## config.mk

```make
export PLATFORM = sky130hd
export DESIGN_NAME = dual_axis_host_port
export DESIGN_NICKNAME = d
export VERILOG_FILES = /design/src/rtl/hostif_pkg.sv /design/src/rtl/hostif_sync.sv /design/src/rtl/hostif_decode.sv /design/src/rtl/hostif_ptr.sv /design/src/rtl/hostif_rdmux.sv /design/src/rtl/dual_axis_host_port.sv
export SDC_FILE = /design/constraint.sdc
export NUM_CORES = 1
export LEC_CHECK = 0
export ABC_AREA = 1
export CORE_MARGIN = 2
export CORE_UTILIZATION = 43
export CTS_BUF_LIST = sky130_fd_sc_hd__clkbuf_4 sky130_fd_sc_hd__clkbuf_8 sky130_fd_sc_hd__clkbuf_16
export DETAILED_ROUTE_END_ITERATION = 10
export HOLD_SLACK_MARGIN = 0.15
export PLACE_DENSITY_LB_ADDON = 0.15
export SYNTH_ARGS = -nofsm -noshare
export SYNTH_HDL_FRONTEND = slang
export SYNTH_HIERARCHICAL = 1
export SYNTH_SLANG_ARGS = --single-unit
```

## constraint.sdc

```tcl
create_clock -name clk_i -period 1.6 [get_ports clk_i]
set_clock_uncertainty 0.05 [all_clocks]
set_input_delay 0.32 -clock clk_i [delete_from_list [all_inputs] [get_ports clk_i]]
set_output_delay 0.32 -clock clk_i [all_outputs]
set_load 0.02 [all_outputs]
```

## src/rtl/hostif_pkg.sv

```systemverilog
package hostif_pkg;
  localparam int SYNC_DEPTH = 2;
  localparam int N_CH       = 2;

  typedef struct packed {
    logic cs_n;
    logic rd_n;
    logic wr_n;
    logic cd;
    logic axis;
  } bus_ctl_t;

  localparam bus_ctl_t CTL_IDLE = '{cs_n: 1'b1, rd_n: 1'b1, wr_n: 1'b1, cd: 1'b0, axis: 1'b0};
endpackage

```

## src/rtl/hostif_sync.sv

```systemverilog
module hostif_sync #(
  parameter int           W      = 1,
  parameter int           STAGES = 2,
  parameter logic [W-1:0] RST    = '0
) (
  input  logic         clk_i,
  input  logic         rst_ni,
  input  logic [W-1:0] d_i,
  output logic [W-1:0] q_o
);
  logic [W-1:0] st_q [STAGES];

  always_ff @(posedge clk_i or negedge rst_ni) begin
    if (!rst_ni) begin
      for (int i = 0; i < STAGES; i++) st_q[i] <= RST;
    end else begin
      st_q[0] <= d_i;
      for (int i = 1; i < STAGES; i++) st_q[i] <= st_q[i-1];
    end
  end

  assign q_o = st_q[STAGES-1];
endmodule

```

## src/rtl/hostif_decode.sv

```systemverilog
module hostif_decode
  import hostif_pkg::*;
#(
  parameter int DATA_W = 8
) (
  input  logic              clk_i,
  input  logic              rst_ni,
  input  bus_ctl_t          ctl_i,
  input  logic [DATA_W-1:0] data_i,
  output logic              wr_evt_o,
  output logic [N_CH-1:0]   ctl_hit_o,
  output logic [N_CH-1:0]   dwr_hit_o,
  output logic [N_CH-1:0]   drd_hit_o
);
  logic wr_prev_q, rd_prev_q;
  logic wr_rise, rd_rise;
  logic [N_CH-1:0] ax_mask;

  always_ff @(posedge clk_i or negedge rst_ni) begin
    if (!rst_ni) begin
      wr_prev_q <= 1'b1;
      rd_prev_q <= 1'b1;
    end else begin
      wr_prev_q <= ctl_i.wr_n;
      rd_prev_q <= ctl_i.rd_n;
    end
  end

  // Trailing edge of each strobe, qualified by the select sampled with it
  assign wr_rise = ctl_i.wr_n & ~wr_prev_q & ~ctl_i.cs_n;
  assign rd_rise = ctl_i.rd_n & ~rd_prev_q & ~ctl_i.cs_n & ~ctl_i.cd & ~wr_rise;
  assign ax_mask = N_CH'(1) << ctl_i.axis;

  always_comb begin
    ctl_hit_o = '0;
    dwr_hit_o = '0;
    drd_hit_o = '0;
    if (wr_rise) begin
      if (ctl_i.cd) ctl_hit_o = data_i[DATA_W-1] ? '1 : ax_mask;
      else          dwr_hit_o = ax_mask;
    end
    if (rd_rise) drd_hit_o = ax_mask;
  end

  assign wr_evt_o = wr_rise;
endmodule

```

## src/rtl/hostif_ptr.sv

```systemverilog
module hostif_ptr #(
  parameter int CNT_BYTES = 3,
  parameter int PTR_W     = 2
) (
  input  logic             clk_i,
  input  logic             rst_ni,
  input  logic             clr_i,
  input  logic             adv_i,
  output logic [PTR_W-1:0] ptr_o
);
  localparam logic [PTR_W-1:0] LAST = PTR_W'(CNT_BYTES - 1);

  always_ff @(posedge clk_i or negedge rst_ni) begin
    if (!rst_ni)      ptr_o <= '0;
    else if (clr_i)   ptr_o <= '0;
    else if (adv_i)   ptr_o <= (ptr_o == LAST) ? '0 : ptr_o + 1'b1;
  end
endmodule

```

## src/rtl/hostif_rdmux.sv

```systemverilog
module hostif_rdmux
  import hostif_pkg::*;
#(
  parameter int DATA_W    = 8,
  parameter int CNT_BYTES = 3,
  parameter int PTR_W     = 2,
  localparam int CNT_W    = DATA_W * CNT_BYTES
) (
  input  logic                         cs_ni,
  input  logic                         rd_ni,
  input  logic                         cd_i,
  input  logic                         axis_i,
  input  logic [N_CH*DATA_W-1:0]       flag_i,
  input  logic [N_CH*CNT_W-1:0]        latch_i,
  input  logic [N_CH-1:0][PTR_W-1:0]   ptr_i,
  output logic [DATA_W-1:0]            data_o,
  output logic                         oe_o
);
  logic [CNT_W-1:0]  word_sel;
  logic [DATA_W-1:0] flag_sel, byte_sel;
  logic [PTR_W-1:0]  ptr_sel;

  always_comb begin
    word_sel = latch_i[CNT_W-1:0];
    flag_sel = flag_i[DATA_W-1:0];
    ptr_sel  = ptr_i[0];
    for (int c = 1; c < N_CH; c++) begin
      if (int'(axis_i) == c) begin
        word_sel = latch_i[c*CNT_W +: CNT_W];
        flag_sel = flag_i[c*DATA_W +: DATA_W];
        ptr_sel  = ptr_i[c];
      end
    end
    byte_sel = '0;
    for (int b = 0; b < CNT_BYTES; b++) begin
      if (int'(ptr_sel) == b) byte_sel = word_sel[b*DATA_W +: DATA_W];
    end
  end

  assign oe_o   = ~cs_ni & ~rd_ni;
  assign data_o = oe_o ? (cd_i ? flag_sel : byte_sel) : '0;
endmodule

```

## src/rtl/dual_axis_host_port.sv

```systemverilog
module dual_axis_host_port
  import hostif_pkg::*;
#(
  parameter int  DATA_W    = 8,
  parameter int  CNT_BYTES = 3,
  localparam int CNT_W     = DATA_W * CNT_BYTES,
  localparam int PTR_W     = (CNT_BYTES > 1) ? $clog2(CNT_BYTES) : 1
) (
  input  logic                   clk_i,
  input  logic                   rst_ni,
  input  logic                   cs_ni,
  input  logic                   rd_ni,
  input  logic                   wr_ni,
  input  logic                   cd_i,
  input  logic                   axis_i,
  input  logic [DATA_W-1:0]      data_i,
  input  logic [2*DATA_W-1:0]    flag_i,
  input  logic [2*CNT_W-1:0]     latch_i,
  output logic [DATA_W-1:0]      data_o,
  output logic                   data_oe_o,
  output logic [1:0]             ctl_we_o,
  output logic [1:0]             dat_we_o,
  output logic [DATA_W-1:0]      wdata_o,
  output logic [PTR_W-1:0]       widx_o
);
  bus_ctl_t            ctl_raw, ctl_s;
  logic [DATA_W-1:0]   data_s;
  logic                wr_evt;
  logic [N_CH-1:0]     ctl_hit, dwr_hit, drd_hit;
  logic [N_CH-1:0][PTR_W-1:0] ptr;

  assign ctl_raw = '{cs_n: cs_ni, rd_n: rd_ni, wr_n: wr_ni, cd: cd_i, axis: axis_i};

  hostif_sync #(.W($bits(bus_ctl_t)), .STAGES(SYNC_DEPTH), .RST(CTL_IDLE)) u_sync_ctl (
    .clk_i, .rst_ni, .d_i(ctl_raw), .q_o(ctl_s)
  );

  hostif_sync #(.W(DATA_W), .STAGES(SYNC_DEPTH), .RST('0)) u_sync_dat (
    .clk_i, .rst_ni, .d_i(data_i), .q_o(data_s)
  );

  hostif_decode #(.DATA_W(DATA_W)) u_dec (
    .clk_i, .rst_ni, .ctl_i(ctl_s), .data_i(data_s), .wr_evt_o(wr_evt),
    .ctl_hit_o(ctl_hit), .dwr_hit_o(dwr_hit), .drd_hit_o(drd_hit)
  );

  for (genvar c = 0; c < N_CH; c++) begin : g_ch
    hostif_ptr #(.CNT_BYTES(CNT_BYTES), .PTR_W(PTR_W)) u_ptr (
      .clk_i, .rst_ni,
      .clr_i(ctl_hit[c]),
      .adv_i(dwr_hit[c] | drd_hit[c]),
      .ptr_o(ptr[c])
    );
  end

  always_ff @(posedge clk_i or negedge rst_ni) begin
    if (!rst_ni) begin
      ctl_we_o <= '0;
      dat_we_o <= '0;
      wdata_o  <= '0;
      widx_o   <= '0;
    end else begin
      ctl_we_o <= ctl_hit;
      dat_we_o <= dwr_hit;
      if (wr_evt) wdata_o <= data_s;
      if (|dwr_hit) widx_o <= ptr[ctl_s.axis];
    end
  end

  hostif_rdmux #(.DATA_W(DATA_W), .CNT_BYTES(CNT_BYTES), .PTR_W(PTR_W)) u_rd (
    .cs_ni, .rd_ni, .cd_i, .axis_i, .flag_i, .latch_i, .ptr_i(ptr),
    .data_o, .oe_o(data_oe_o)
  );
endmodule

```

==> reports/metrics.csv <==
stage;metric;value;unit
synth;Synth top area share;0.386;
synth;Post-Syn Instances;343;
cts;CTS tree;built;
pwr;Logic pwr share;0.351;
layout;Final Instance Area;0.00385;sq mm
pwr;P_sw;1.02;mW
grt;gr ovfl total;0;
sta;crit path time final;1960;ps
pwr;Int Power;2.17;mW
sta;Slew Viols, Final;0;
route;DRT antenna net count;0;
pwr;sequential power share;0.424;
floorplan;# IOs;102;
pwr;clock power share;0.225;
pwr;Leakage;2.02;nW
floorplan;FP Rows;27;
synth;synth top area cells;dfrtp_1 (39%), nand2_1 (15%), nor2_1 (10%), dfstp_2 (8.5%), inv_1 (7.8%);
cts;clk slew on worst S/H paths;80;ps
sta;Slew Limit Headroom;0.719;
cts;Root Driver;clkbuf_8;
cts;clock buffers created by TritonCTS;5;
critical_path;Worst Path Arrival;1590;ps
synth;cell taking the most area after synthesis;dfrtp_1;
synth;FF+latch count, synth;46;
route;First-pass DRT Iterations;4;
sta;actual slew at the worst max-slew pin;421;ps
layout;Final Util;0.699;
route;Vias;2354;
place;# placed instances;512;
place;Setup Slack @ Placement;-1140;ps
grt;largest net degree at the start of global routing;47;
layout;synthesis-to-finish area growth;56.2;%
layout;most frequent cells in the layout;nand2_1 (90), clkdlybuf4s50_1 (76), nor2_1 (60);
job;Max-Cap Viols;0;
synth;Syn. warnings;6;
outcome;status;finished, violations left;
cts;clock tree buffer depth;2;
sta;setup TNS;-2610;ps
floorplan;die width;79.7;microns
route;drt drc;0;
layout;layout cells sized above 1;0.196;
grt;first-pass GRT wire length;9.91;mm
grt;vias in the first global route;2232;
grt;Total Routing Usage GR;0.200;
critical_path;WS Path Type;reg -> out;
pwr;Net Sw Frac;0.319;
grt;antenna violations before repair;0;
critical_path;crit-path max FO;4;
place;HPWL Detailed;4.64;mm
sta;fin worst setup slack;-362;ps
place;placed inst area;0.00361;sq mm
pwr;Max IR drop VDD;787;uV
sta;Tcrit/Tclk final;1.23;
synth;Mapped Area;0.00247;sq mm
cts;clk_lat worst skew;300;ps
sta;worst hold margin;301;ps
hold_path;worst hold path type;reg -> reg;
floorplan;Placeable Area;0.00551;sq mm
route;Vias/cell;4.47;
floorplan;die area;0.00636;sq mm
sta;Final setup viols;8;
route;Routed WL;6.17;mm
synth;register area share after synthesis;0.471;
pwr;Power Dens Cells;827;mW/mm^2
cts;Sink Count;46;
sta;fmax;510;MHz
sta;RSZ-0062 raised after global routing;true;
route;Iter 0 DRT Violations;117;
route;WL per Instance;11.7;microns
synth;Mapped Avg Cell Area;7.19;sq um
critical_path;Worst setup SP type;flip-flop;
critical_path;r2r setup slk;120;ps
floorplan;die height;79.7;microns
synth;syn_nets;422;
layout;diode count;0;
layout;Post-layout nets;533;
critical_path;CP Capture Type;primary output;
layout;post-route insts no fill;527;
pwr;total power;3.18;mW
floorplan;initial core utilization;0.448;
layout;commonest non-fill, non-tap cell in the layout;nand2_1;
sta;Hold Fails Final Rpt;0;
synth;Unique masters post-synth;19;
cts;H-tree depth;2;
place;PortBufs;101;
place;Placer Congestion;0.841;
critical_path;worst path required time;1230;ps
outcome;failing checks;negative setup slack;
[cells in the mapped netlist]
cell	instances
nand2_1	101
nor2_1	68
inv_1	51
dfrtp_1	38
nand3_1	23
o21ai_0	19
buf_4	17
dfstp_2	8
buf_6	3
or2_2	3
buf_2	2
nand2_2	2
nor2_2	2
a21oi_1	1
inv_2	1
nand3b_4	1
nor2_4	1
o21ai_1	1
o21ai_2	1
[kinds of logic (layout without fill, tap and decap cells)]
logic type / count (synthesis) / count (layout) / synth area share
AOI/OAI and AO/OA: 22 / 23 / 0.0462
buffers and inverters: 74 / 184 / 0.149
and+or+nand+nor: 201 / 202 / 0.334
DFF: 46 / 46 / 0.471
[routing by layer]
metal / vias to the layer above / GRT usage / share of wire
li1: 1228 / - / -
met1: 1037 / 0.256 / 0.44
met2: 83 / 0.330 / 0.49
met3: 6 / 0.0656 / 0.064
met4: 0 / 0.0475 / 0.0084
met5: - / 0 / 0
[path summary, 6_finish.rpt]
path,start,endpoint,depth (start not counted)
setup / recovery,g_ch[1].u_ptr/ptr_o[1],data_o[1],9
hold / removal,u_sync_dat/st_q[12],u_sync_dat/q_o[4],0
setup reg to reg,u_sync_ctl/q_o[2],g_ch[0].u_ptr/ptr_o[1],7
hold reg to reg,u_sync_dat/st_q[12],u_sync_dat/q_o[4],0
max in group asynchronous,rst_ni,u_sync_ctl/st_q[8],3
min in group asynchronous,rst_ni,widx_o[0],3
[cell type report]
cell class                 instances  area [sq um]
multi-input combinational        225          1070
clock inverter                     2          12.5
inverter                          52           195
sequential                        46          1160
fill                             451          1660
clock buffer                       6          82.6
timing repair buffer             124          1240
tap                               72          90.1
[power by group through the flow]
stage	Clock (mW)	Sequential [mW]	Combinational [mW]
2_1_floorplan	0	1.42	0.452
3_3_place_gp	0	1.36	0.990
3_5_place_dp	0	1.36	1.01
4_1_cts	0.737	1.35	1.04
5_1_grt	0.787	1.37	1.23
6_report	0.717	1.35	1.12
[worst max-delay path: stages (launching register included)]
cell and delay (ps):
dfrtp_1 400, inv_2 110, nand2_4 70, buf_4 140, o21ai_4 80, nand3_2 90, nand3_1 90, nand2_1 60
nor2_2 120, buf_6 130
[state kept, by name (all words and copies together) (netlist names)]
| signal | flops |
|---|---|
| u_sync_dat/st_q | 8 |
| dat_we_o | 2 |
| u_sync_ctl/q_o | 5 |
| u_dec/rd_prev_q | 1 |
| u_dec/wr_prev_q | 1 |
| g_ch.u_ptr/ptr_o | 4 |
| u_sync_ctl/st_q | 5 |
| widx_o | 2 |
| ctl_we_o | 2 |
| u_sync_dat/q_o | 8 |
| wdata_o | 8 |
[timing repair]
action,CTS,global route
gates cloned,2,0
pin swaps,12,15
setup buffers,2,2
gates resized for setup,80,17
hold buffers,1,0
setup endpoints to repair,20,12
hold endpoints to repair,38,0
(Power assumes the default switching activity.)
